### config.mk
export PLATFORM = sky130hd
export DESIGN_NAME = hxb_crossbar
export DESIGN_NICKNAME = d
export VERILOG_FILES = /design/src/rtl/hxb_pkg.sv /design/src/rtl/hxb_rst_sync.sv /design/src/rtl/hxb_decode.sv /design/src/rtl/hxb_sram_port.sv /design/src/rtl/hxb_resp.sv /design/src/rtl/hxb_crossbar.sv
export SDC_FILE = /design/constraint.sdc
export NUM_CORES = 1
export LEC_CHECK = 0
export BUFFER_PORTS_ARGS = -buffer_cell sky130_fd_sc_hd__buf_2
export CAP_MARGIN = 10
export CELL_PAD_IN_SITES_DETAIL_PLACEMENT = 2
export CELL_PAD_IN_SITES_GLOBAL_PLACEMENT = 2
export CORE_AREA = 2 2 164 166
export CTS_BUF_LIST = sky130_fd_sc_hd__clkbuf_4 sky130_fd_sc_hd__clkbuf_8
export DETAILED_ROUTE_END_ITERATION = 7
export DIE_AREA = 0 0 166 168
export PLACE_DENSITY_LB_ADDON = 0.1
export SKIP_LAST_GASP = 1
export SLEW_MARGIN = 20
export SYNTH_ARGS = -nofsm -noshare
export SYNTH_HDL_FRONTEND = slang
export SYNTH_SLANG_ARGS = --single-unit
export TNS_END_PERCENT = 20
### constraint.sdc
create_clock -name clk -period 2.86 [get_ports clk]
set_input_delay 0.572 -clock clk [delete_from_list [all_inputs] [get_ports clk]]
set_output_delay 0.572 -clock clk [all_outputs]
set_load 0.02 [all_outputs]
### src/rtl/hxb_pkg.sv
package hxb_pkg;

  // Decoded destination of one master request
  typedef enum logic [1:0] {
    TGT_NONE   = 2'd0,
    TGT_IMEM   = 2'd1,
    TGT_DMEM   = 2'd2,
    TGT_PERIPH = 2'd3
  } tgt_e;

endpackage

### src/rtl/hxb_rst_sync.sv
module hxb_rst_sync #(
  parameter int STAGES = 2
) (
  input  logic clk,
  input  logic rst_n,
  output logic rst_sync_n
);

  logic [STAGES-1:0] chain_q;
  logic [STAGES-1:0] chain_d;

  always_comb begin
    chain_d = {chain_q[STAGES-2:0], 1'b1};
  end

  always_ff @(posedge clk or negedge rst_n) begin
    if (!rst_n) begin
      chain_q <= '0;
    end else begin
      chain_q <= chain_d;
    end
  end

  assign rst_sync_n = chain_q[STAGES-1];

endmodule

### src/rtl/hxb_decode.sv
module hxb_decode
  import hxb_pkg::*;
#(
  parameter int              ADDR_W      = 32,
  parameter int              IMEM_BYTES  = 16384,
  parameter int              DMEM_BYTES  = 16384,
  parameter logic [ADDR_W-1:0] DMEM_BASE = 'h4000,
  parameter int              PERIPH_BITS = 12
) (
  input  logic [ADDR_W-1:0] addr,
  output tgt_e              tgt
);

  localparam int IMEM_LSB = $clog2(IMEM_BYTES);
  localparam int DMEM_LSB = $clog2(DMEM_BYTES);
  localparam logic [ADDR_W-DMEM_LSB-1:0] DMEM_TAG = DMEM_BASE[ADDR_W-1:DMEM_LSB];

  logic imem_hit;
  logic dmem_hit;
  logic per_hit;

  always_comb begin
    imem_hit = (addr[ADDR_W-1:IMEM_LSB] == '0);
    dmem_hit = (addr[ADDR_W-1:DMEM_LSB] == DMEM_TAG);
    per_hit  = &addr[ADDR_W-1:PERIPH_BITS];
    if (per_hit) begin
      tgt = TGT_PERIPH;
    end else if (imem_hit) begin
      tgt = TGT_IMEM;
    end else if (dmem_hit) begin
      tgt = TGT_DMEM;
    end else begin
      tgt = TGT_NONE;
    end
  end

endmodule

### src/rtl/hxb_sram_port.sv
module hxb_sram_port #(
  parameter int WA     = 12,
  parameter int DATA_W = 32,
  parameter int BE_W   = DATA_W / 8
) (
  input  logic              clk,
  input  logic              rst_n,
  input  logic              fch_claim,
  input  logic [WA-1:0]     fch_waddr,
  input  logic              lsu_claim,
  input  logic              lsu_we,
  input  logic [BE_W-1:0]   lsu_be,
  input  logic [WA-1:0]     lsu_waddr,
  input  logic [DATA_W-1:0] lsu_wdata,
  output logic              lsu_gnt,
  output logic              mem_en,
  output logic              mem_we,
  output logic [BE_W-1:0]   mem_be,
  output logic [WA-1:0]     mem_addr,
  output logic [DATA_W-1:0] mem_wdata
);

  // Fixed priority: instruction fetch first, load/store waits
  always_comb begin
    lsu_gnt   = lsu_claim && !fch_claim;
    mem_en    = 1'b0;
    mem_we    = 1'b0;
    mem_be    = '0;
    mem_addr  = '0;
    mem_wdata = '0;
    if (fch_claim) begin
      mem_en   = 1'b1;
      mem_be   = '1;
      mem_addr = fch_waddr;
    end else if (lsu_claim) begin
      mem_en    = 1'b1;
      mem_we    = lsu_we;
      mem_be    = lsu_be;
      mem_addr  = lsu_waddr;
      mem_wdata = lsu_wdata;
    end
  end

  AST_FETCH_WINS: assert property (@(posedge clk) disable iff (!rst_n)
    (fch_claim && lsu_claim) |-> (!lsu_gnt && mem_en && !mem_we && mem_addr == fch_waddr));

endmodule

### src/rtl/hxb_resp.sv
module hxb_resp
  import hxb_pkg::*;
#(
  parameter int DATA_W = 32
) (
  input  logic              clk,
  input  logic              rst_n,
  input  logic              accept,
  input  tgt_e              tgt,
  input  logic              is_read,
  input  logic [DATA_W-1:0] imem_rdata,
  input  logic [DATA_W-1:0] dmem_rdata,
  input  logic [DATA_W-1:0] per_rdata,
  output logic              ack,
  output logic              err,
  output logic [DATA_W-1:0] rdata
);

  logic tag_vld_q, tag_vld_d;
  tgt_e tag_tgt_q, tag_tgt_d;
  logic tag_rd_q,  tag_rd_d;
  logic tag_en;

  // Next-state
  always_comb begin
    tag_en    = accept || tag_vld_q;
    tag_vld_d = accept;
    tag_tgt_d = accept ? tgt : TGT_NONE;
    tag_rd_d  = accept && is_read;
  end

  // Registers with explicit enable
  always_ff @(posedge clk or negedge rst_n) begin
    if (!rst_n) begin
      tag_vld_q <= 1'b0;
      tag_tgt_q <= TGT_NONE;
      tag_rd_q  <= 1'b0;
    end else if (tag_en) begin
      tag_vld_q <= tag_vld_d;
      tag_tgt_q <= tag_tgt_d;
      tag_rd_q  <= tag_rd_d;
    end
  end

  // Response steering
  always_comb begin
    ack   = tag_vld_q;
    err   = tag_vld_q && (tag_tgt_q == TGT_NONE);
    rdata = '0;
    if (tag_vld_q && tag_rd_q) begin
      case (tag_tgt_q)
        TGT_IMEM:   rdata = imem_rdata;
        TGT_DMEM:   rdata = dmem_rdata;
        TGT_PERIPH: rdata = per_rdata;
        default:    rdata = '0;
      endcase
    end
  end

  AST_ACK_NEXT_CYCLE: assert property (@(posedge clk) disable iff (!rst_n)
    accept |=> ack);
  AST_SINGLE_PULSE: assert property (@(posedge clk) disable iff (!rst_n)
    (ack && !accept) |=> !ack);
  AST_ERR_ZERO_DATA: assert property (@(posedge clk) disable iff (!rst_n)
    (ack && err) |-> (rdata == '0));

endmodule

### src/rtl/hxb_crossbar.sv
module hxb_crossbar
  import hxb_pkg::*;
#(
  parameter int                ADDR_W      = 32,
  parameter int                DATA_W      = 32,
  parameter int                IMEM_BYTES  = 16384,
  parameter int                DMEM_BYTES  = 16384,
  parameter logic [ADDR_W-1:0] DMEM_BASE   = 'h4000,
  parameter int                PERIPH_BITS = 12,
  localparam int               BE_W        = DATA_W / 8,
  localparam int               IMEM_WA     = $clog2(IMEM_BYTES) - 2,
  localparam int               DMEM_WA     = $clog2(DMEM_BYTES) - 2,
  localparam int               PER_WA      = PERIPH_BITS - 2
) (
  input  logic               clk,
  input  logic               rst_n,
  input  logic               fch_req,
  input  logic               fch_we,
  input  logic [ADDR_W-1:0]  fch_addr,
  output logic               fch_ack,
  output logic               fch_err,
  output logic [DATA_W-1:0]  fch_rdata,
  input  logic               lsu_req,
  input  logic               lsu_we,
  input  logic [BE_W-1:0]    lsu_be,
  input  logic [ADDR_W-1:0]  lsu_addr,
  input  logic [DATA_W-1:0]  lsu_wdata,
  output logic               lsu_ready,
  output logic               lsu_ack,
  output logic               lsu_err,
  output logic [DATA_W-1:0]  lsu_rdata,
  output logic               imem_en,
  output logic               imem_we,
  output logic [BE_W-1:0]    imem_be,
  output logic [IMEM_WA-1:0] imem_addr,
  output logic [DATA_W-1:0]  imem_wdata,
  input  logic [DATA_W-1:0]  imem_rdata,
  output logic               dmem_en,
  output logic               dmem_we,
  output logic [BE_W-1:0]    dmem_be,
  output logic [DMEM_WA-1:0] dmem_addr,
  output logic [DATA_W-1:0]  dmem_wdata,
  input  logic [DATA_W-1:0]  dmem_rdata,
  output logic               per_en,
  output logic               per_we,
  output logic [BE_W-1:0]    per_be,
  output logic [PER_WA-1:0]  per_addr,
  output logic [DATA_W-1:0]  per_wdata,
  input  logic [DATA_W-1:0]  per_rdata
);

  localparam int NPORT    = 2;
  localparam int IMEM_LSB = IMEM_WA + 2;
  localparam int DMEM_LSB = DMEM_WA + 2;

  logic rst_sync_n;

  hxb_rst_sync #(.STAGES(2)) u_rst (
    .clk        (clk),
    .rst_n      (rst_n),
    .rst_sync_n (rst_sync_n)
  );

  // Address decode, one decoder per master
  logic [ADDR_W-1:0] port_addr [NPORT];
  tgt_e              port_tgt  [NPORT];

  assign port_addr[0] = fch_addr;
  assign port_addr[1] = lsu_addr;

  for (genvar p = 0; p < NPORT; p++) begin : g_dec
    hxb_decode #(
      .ADDR_W      (ADDR_W),
      .IMEM_BYTES  (IMEM_BYTES),
      .DMEM_BYTES  (DMEM_BYTES),
      .DMEM_BASE   (DMEM_BASE),
      .PERIPH_BITS (PERIPH_BITS)
    ) u_dec (
      .addr (port_addr[p]),
      .tgt  (port_tgt[p])
    );
  end

  // Fetch is read-only and cannot reach the peripheral window
  tgt_e fch_tgt;
  tgt_e lsu_tgt;
  logic fch_imem, fch_dmem;
  logic lsu_imem, lsu_dmem, lsu_per;
  logic imem_lsu_gnt, dmem_lsu_gnt;
  logic lsu_accept;

  always_comb begin
    fch_tgt  = (fch_we || port_tgt[0] == TGT_PERIPH) ? TGT_NONE : port_tgt[0];
    lsu_tgt  = port_tgt[1];
    fch_imem = fch_req && (fch_tgt == TGT_IMEM);
    fch_dmem = fch_req && (fch_tgt == TGT_DMEM);
    lsu_imem = lsu_req && (lsu_tgt == TGT_IMEM);
    lsu_dmem = lsu_req && (lsu_tgt == TGT_DMEM);
    lsu_per  = lsu_req && (lsu_tgt == TGT_PERIPH);
  end

  hxb_sram_port #(.WA(IMEM_WA), .DATA_W(DATA_W), .BE_W(BE_W)) u_iport (
    .clk       (clk),
    .rst_n     (rst_sync_n),
    .fch_claim (fch_imem),
    .fch_waddr (fch_addr[IMEM_LSB-1:2]),
    .lsu_claim (lsu_imem),
    .lsu_we    (lsu_we),
    .lsu_be    (lsu_be),
    .lsu_waddr (lsu_addr[IMEM_LSB-1:2]),
    .lsu_wdata (lsu_wdata),
    .lsu_gnt   (imem_lsu_gnt),
    .mem_en    (imem_en),
    .mem_we    (imem_we),
    .mem_be    (imem_be),
    .mem_addr  (imem_addr),
    .mem_wdata (imem_wdata)
  );

  hxb_sram_port #(.WA(DMEM_WA), .DATA_W(DATA_W), .BE_W(BE_W)) u_dport (
    .clk       (clk),
    .rst_n     (rst_sync_n),
    .fch_claim (fch_dmem),
    .fch_waddr (fch_addr[DMEM_LSB-1:2]),
    .lsu_claim (lsu_dmem),
    .lsu_we    (lsu_we),
    .lsu_be    (lsu_be),
    .lsu_waddr (lsu_addr[DMEM_LSB-1:2]),
    .lsu_wdata (lsu_wdata),
    .lsu_gnt   (dmem_lsu_gnt),
    .mem_en    (dmem_en),
    .mem_we    (dmem_we),
    .mem_be    (dmem_be),
    .mem_addr  (dmem_addr),
    .mem_wdata (dmem_wdata)
  );

  // Peripheral window is only reachable from the load/store port
  always_comb begin
    per_en    = lsu_per;
    per_we    = lsu_per && lsu_we;
    per_be    = lsu_per ? lsu_be : '0;
    per_addr  = lsu_addr[PERIPH_BITS-1:2];
    per_wdata = lsu_per ? lsu_wdata : '0;
  end

  always_comb begin
    lsu_ready  = !((lsu_imem && !imem_lsu_gnt) || (lsu_dmem && !dmem_lsu_gnt));
    lsu_accept = lsu_req && lsu_ready;
  end

  hxb_resp #(.DATA_W(DATA_W)) u_fresp (
    .clk        (clk),
    .rst_n      (rst_sync_n),
    .accept     (fch_req),
    .tgt        (fch_tgt),
    .is_read    (!fch_we),
    .imem_rdata (imem_rdata),
    .dmem_rdata (dmem_rdata),
    .per_rdata  (per_rdata),
    .ack        (fch_ack),
    .err        (fch_err),
    .rdata      (fch_rdata)
  );

  hxb_resp #(.DATA_W(DATA_W)) u_lresp (
    .clk        (clk),
    .rst_n      (rst_sync_n),
    .accept     (lsu_accept),
    .tgt        (lsu_tgt),
    .is_read    (!lsu_we),
    .imem_rdata (imem_rdata),
    .dmem_rdata (dmem_rdata),
    .per_rdata  (per_rdata),
    .ack        (lsu_ack),
    .err        (lsu_err),
    .rdata      (lsu_rdata)
  );

  AST_LSU_STALL_CAUSE: assert property (@(posedge clk) disable iff (!rst_sync_n)
    (lsu_req && !lsu_ready) |-> (fch_req && !fch_we));
  AST_PERIPH_WINDOW: assert property (@(posedge clk) disable iff (!rst_sync_n)
    per_en |-> (&lsu_addr[ADDR_W-1:PERIPH_BITS]));
  AST_NO_FETCH_WRITE: assert property (@(posedge clk) disable iff (!rst_sync_n)
    (imem_we || dmem_we) |-> (lsu_req && lsu_we));

endmodule

==> metrics <==
run status=complete, but fails checks; violations in the final reports=setup timing; DIE WIDTH=166 um; core occupancy in the finished layout=0.230; Post CTS Setup Buffer Count=0; Starting DRT DRC Count=147; category of the critical setup timing path=in -> out; number of global-route vias before repair=5780; # rows=60; kind of path behind the tightest hold check=in -> async; Mapped Cells=508; Clock Path Buffers=2; area share of the largest cell type after synthesis=0.211; netlist area before placement=3420 um^2; antenna violations before repair=5; placeable core region=26400 um^2; number of vias per cell after detailed routing=4.31; distinct cell type count of the synthesized netlist=36; Data arrival, critical path=2390 ps; post-route antenna net violation count=0; share of cells above drive strength 1=0.587; clock slew at the register clock pins of the worst setup and hold paths=50 ps; sequential-to-total area share from yosys stat=0.0732; cell area after placement=5980 um^2; clock tree from TritonCTS=built; area of the die=27900 um^2; global-route wire length before repair=35900 um; number of hold violations in the final report=0; synthesis-to-finish area growth=77.3%; crit path launch type=primary input; y dimension of the die=168 um; sequential power share=0.217; maximum number of pins on one net before global-route repair=35; Final Max Tran Viols=0; global-route total usage across every layer=0.163; post-synthesis area per instance=6.73 um^2; combinational share of power=0.552; residual DRC count=0; Top-Level Pins=419; post-route cell area=6060 um^2; number of I/O port buffers=414; number of storage elements in the synthesis netlist=10; final weighted congestion in routability-driven placement=0.784; PnR worst setup slack=-103 ps; portion of the clock cycle consumed by the worst path in the final layout=1.04; Root Buffer Master=sky130_fd_sc_hd__clkbuf_8; overall routed net length=23900 um; Achievable Freq=337 MHz; worst setup slack after placement=-137 ps; Crit path required time=2290 ps; reported leakage power=3.30 nW; number of detailed-routing iterations run before antenna repair=4; cell-by-cell listing of the critical path=buf_2, or4_4, nor4_4, nand4_2, nor2_4, buf_12, and2_1, buf_2; relative contribution of the clock network to total power=0.231; largest fanout of any net on the critical path=33; # Max-Cap Violations=0; Wirelength per Cell=19.2 um; CTS H-tree lvls=1; Sw Ratio=0.358; net count of the mapped netlist=710; Detailed Place HPWL=19400 um; Setup Viol. Count Final=87; cell taking the most area after synthesis=sky130_fd_sc_hd__mux2_2; NetSw=0.000268 W; TritonCTS Sinks=10; Worst Skew=1.09 ps; Num CTS Buffers=3; total power divided by cell area=123 nW/um^2; Final Net Count=1106; yosys warns=0; main area contributors after synthesis=sky130_fd_sc_hd__mux2_2 21%, sky130_fd_sc_hd__and2_1 18%, sky130_fd_sc_hd__a22oi_1 14%, sky130_fd_sc_hd__nor2_1 7.4%, sky130_fd_sc_hd__dfrtp_1 7.3%; Skew-Pair Late Insertion Delay=230 ps; routed via count=5375; most used cell along the critical path=sky130_fd_sc_hd__buf_2; worst ir drop on vdd=0.0686 mV; slowest stage delay, CP=530 ps; unrepaired setup endpoints after global routing=yes; remaining global-route overflow=0; Starting Density=0.130; slowest CP cell=sky130_fd_sc_hd__or4_4; clock period minus worst slack=2960 ps; internal power=0.000480 W; sort of element at the end of the critical path=output port
-- registers in the layout, indices dropped and copies added, names as in the netlist --
| register | flops |
|---|---|
| u_fresp.tag_rd_q | 1 |
| u_rst.chain_q | 2 |
| u_lresp.tag_rd_q | 1 |
| u_fresp.ack | 1 |
| u_lresp.tag_tgt_q | 2 |
| u_fresp.tag_tgt_q | 2 |
| u_lresp.ack | 1 |
-- cell usage after synthesis --
cell and count:
sky130_fd_sc_hd__nor4_1 3, sky130_fd_sc_hd__nand2_1 55, sky130_fd_sc_hd__a22oi_1 64, sky130_fd_sc_hd__and4_1 1
sky130_fd_sc_hd__nand3_1 2, sky130_fd_sc_hd__o211ai_1 2, sky130_fd_sc_hd__mux2i_1 2, sky130_fd_sc_hd__nor3b_1 2
sky130_fd_sc_hd__and2_1 99, sky130_fd_sc_hd__and2_2 1, sky130_fd_sc_hd__nor2b_1 2, sky130_fd_sc_hd__nand4_2 2
sky130_fd_sc_hd__nor2_4 2, sky130_fd_sc_hd__mux2_2 64, sky130_fd_sc_hd__buf_4 10, sky130_fd_sc_hd__buf_2 2
sky130_fd_sc_hd__or4_1 2, sky130_fd_sc_hd__nor4b_1 1, sky130_fd_sc_hd__xor2_1 1, sky130_fd_sc_hd__nor3_1 9
sky130_fd_sc_hd__o22a_2 1, sky130_fd_sc_hd__a21o_1 1, sky130_fd_sc_hd__inv_1 8, sky130_fd_sc_hd__nand2b_1 4
sky130_fd_sc_hd__nor4_4 2, sky130_fd_sc_hd__or4_4 1, sky130_fd_sc_hd__nand4_1 6, sky130_fd_sc_hd__dfrtp_1 10
sky130_fd_sc_hd__a32oi_1 2, sky130_fd_sc_hd__o21ai_0 34, sky130_fd_sc_hd__clkbuf_1 34, sky130_fd_sc_hd__conb_1 1
sky130_fd_sc_hd__buf_1 4, sky130_fd_sc_hd__nor2_1 67, sky130_fd_sc_hd__buf_6 6, sky130_fd_sc_hd__or3_1 1
-- timing repair --
action,4_1_cts,5_1_grt
hold buffers,0,0
pin swaps,0,1
endpoints found under the setup margin,99,101
resized for setup,1,6
-- power groups by stage --
stage               Sequential (W)  Clock (W)  Combinational, W
detailed placement        0.000166          0          0.000417
finish                    0.000162   0.000173          0.000413
floorplan                 0.000157          0          0.000184
global route              0.000164   0.000188          0.000459
CTS                       0.000163   0.000182          0.000419
global placement          0.000165          0          0.000413
-- worst paths after layout --
path / startpoint / end / slack (ps) / cells after the start
min in group clk: u_rst.chain_q[0] / u_rst.chain_q[1] / 350 / 0
max reg2reg: u_lresp.tag_tgt_q[0] / u_lresp.tag_tgt_q[0] / 1850 / 2
max: lsu_addr[21] / imem_wdata[26] / -100 / 8
min: rst_n / u_rst.chain_q[1] / 120 / 1
min reg2reg: u_rst.chain_q[1] / u_lresp.tag_rd_q / 140 / 0
max in group asynchronous: u_rst.chain_q[1] / u_lresp.tag_tgt_q[0] / 2450 / 0
-- metrics by stage --
stage	hold slack [ps]	std cells	TNS, ps	total power, W
3_5_place_dp	148	1240	-8960	0.000583
6_report	118	1247	-5380	0.000748
3_3_place_gp	141	1240	-9730	0.000578
4_1_cts	111	1244	-9470	0.000764
2_1_floorplan	94.6	508	-1160	0.000341
5_1_grt	105	1246	-18360	0.000811
-- layout make-up --
cell class / instances / area (um^2)
repair buffers: 447 / 2430
well taps: 341 / 427
flip-flops and latches: 10 / 251
inverters: 8 / 30.0
fillers: 3287 / 20300
diodes: 3 / 7.51
clock buffers: 4 / 55.1
multi-input cells: 434 / 2860
-- layout by cell type, fill, tap and decap left out, drive strengths merged, types with 4 or more instances in the layout --
master / count
buf: 446
and2: 100
nor2: 69
mux2: 64
a22oi: 64
nand2: 55
o21ai: 34
dfrtp: 10
nor3: 9
inv: 8
nand4: 8
clkbuf: 5
nor4: 5
nand2b: 4
-- routing by layer --
layer	up-vias	routed length [um]	global-route usage
met5	-	13	0
met4	2	195	0.0234
met3	10	1980	0.0458
met2	244	12300	0.304
met1	2568	9460	0.189
li1	2551	-	-
-- worst max-delay path, delay by kind of cell --
| kind | cells | cell delay, ps |
|---|---|---|
| simple gates | 5 | 1320 |
| buf+inv | 3 | 470 |
-- kinds of logic (layout without fill, tap and decap cells) --
family                    Yosys count  count (layout)  share of synthesized area
AOI/OAI and AO/OA                 104             104                      0.205
and+or+nand+nor                   262             262                      0.406
DFF                                10              10                     0.0732
muxes                              66              66                      0.217
xor gates and xnor gates            1               1                    0.00256
other                               1               4                    0.00110
buffers and inverters              64             459                     0.0952
(Power assumes the default switching activity.)
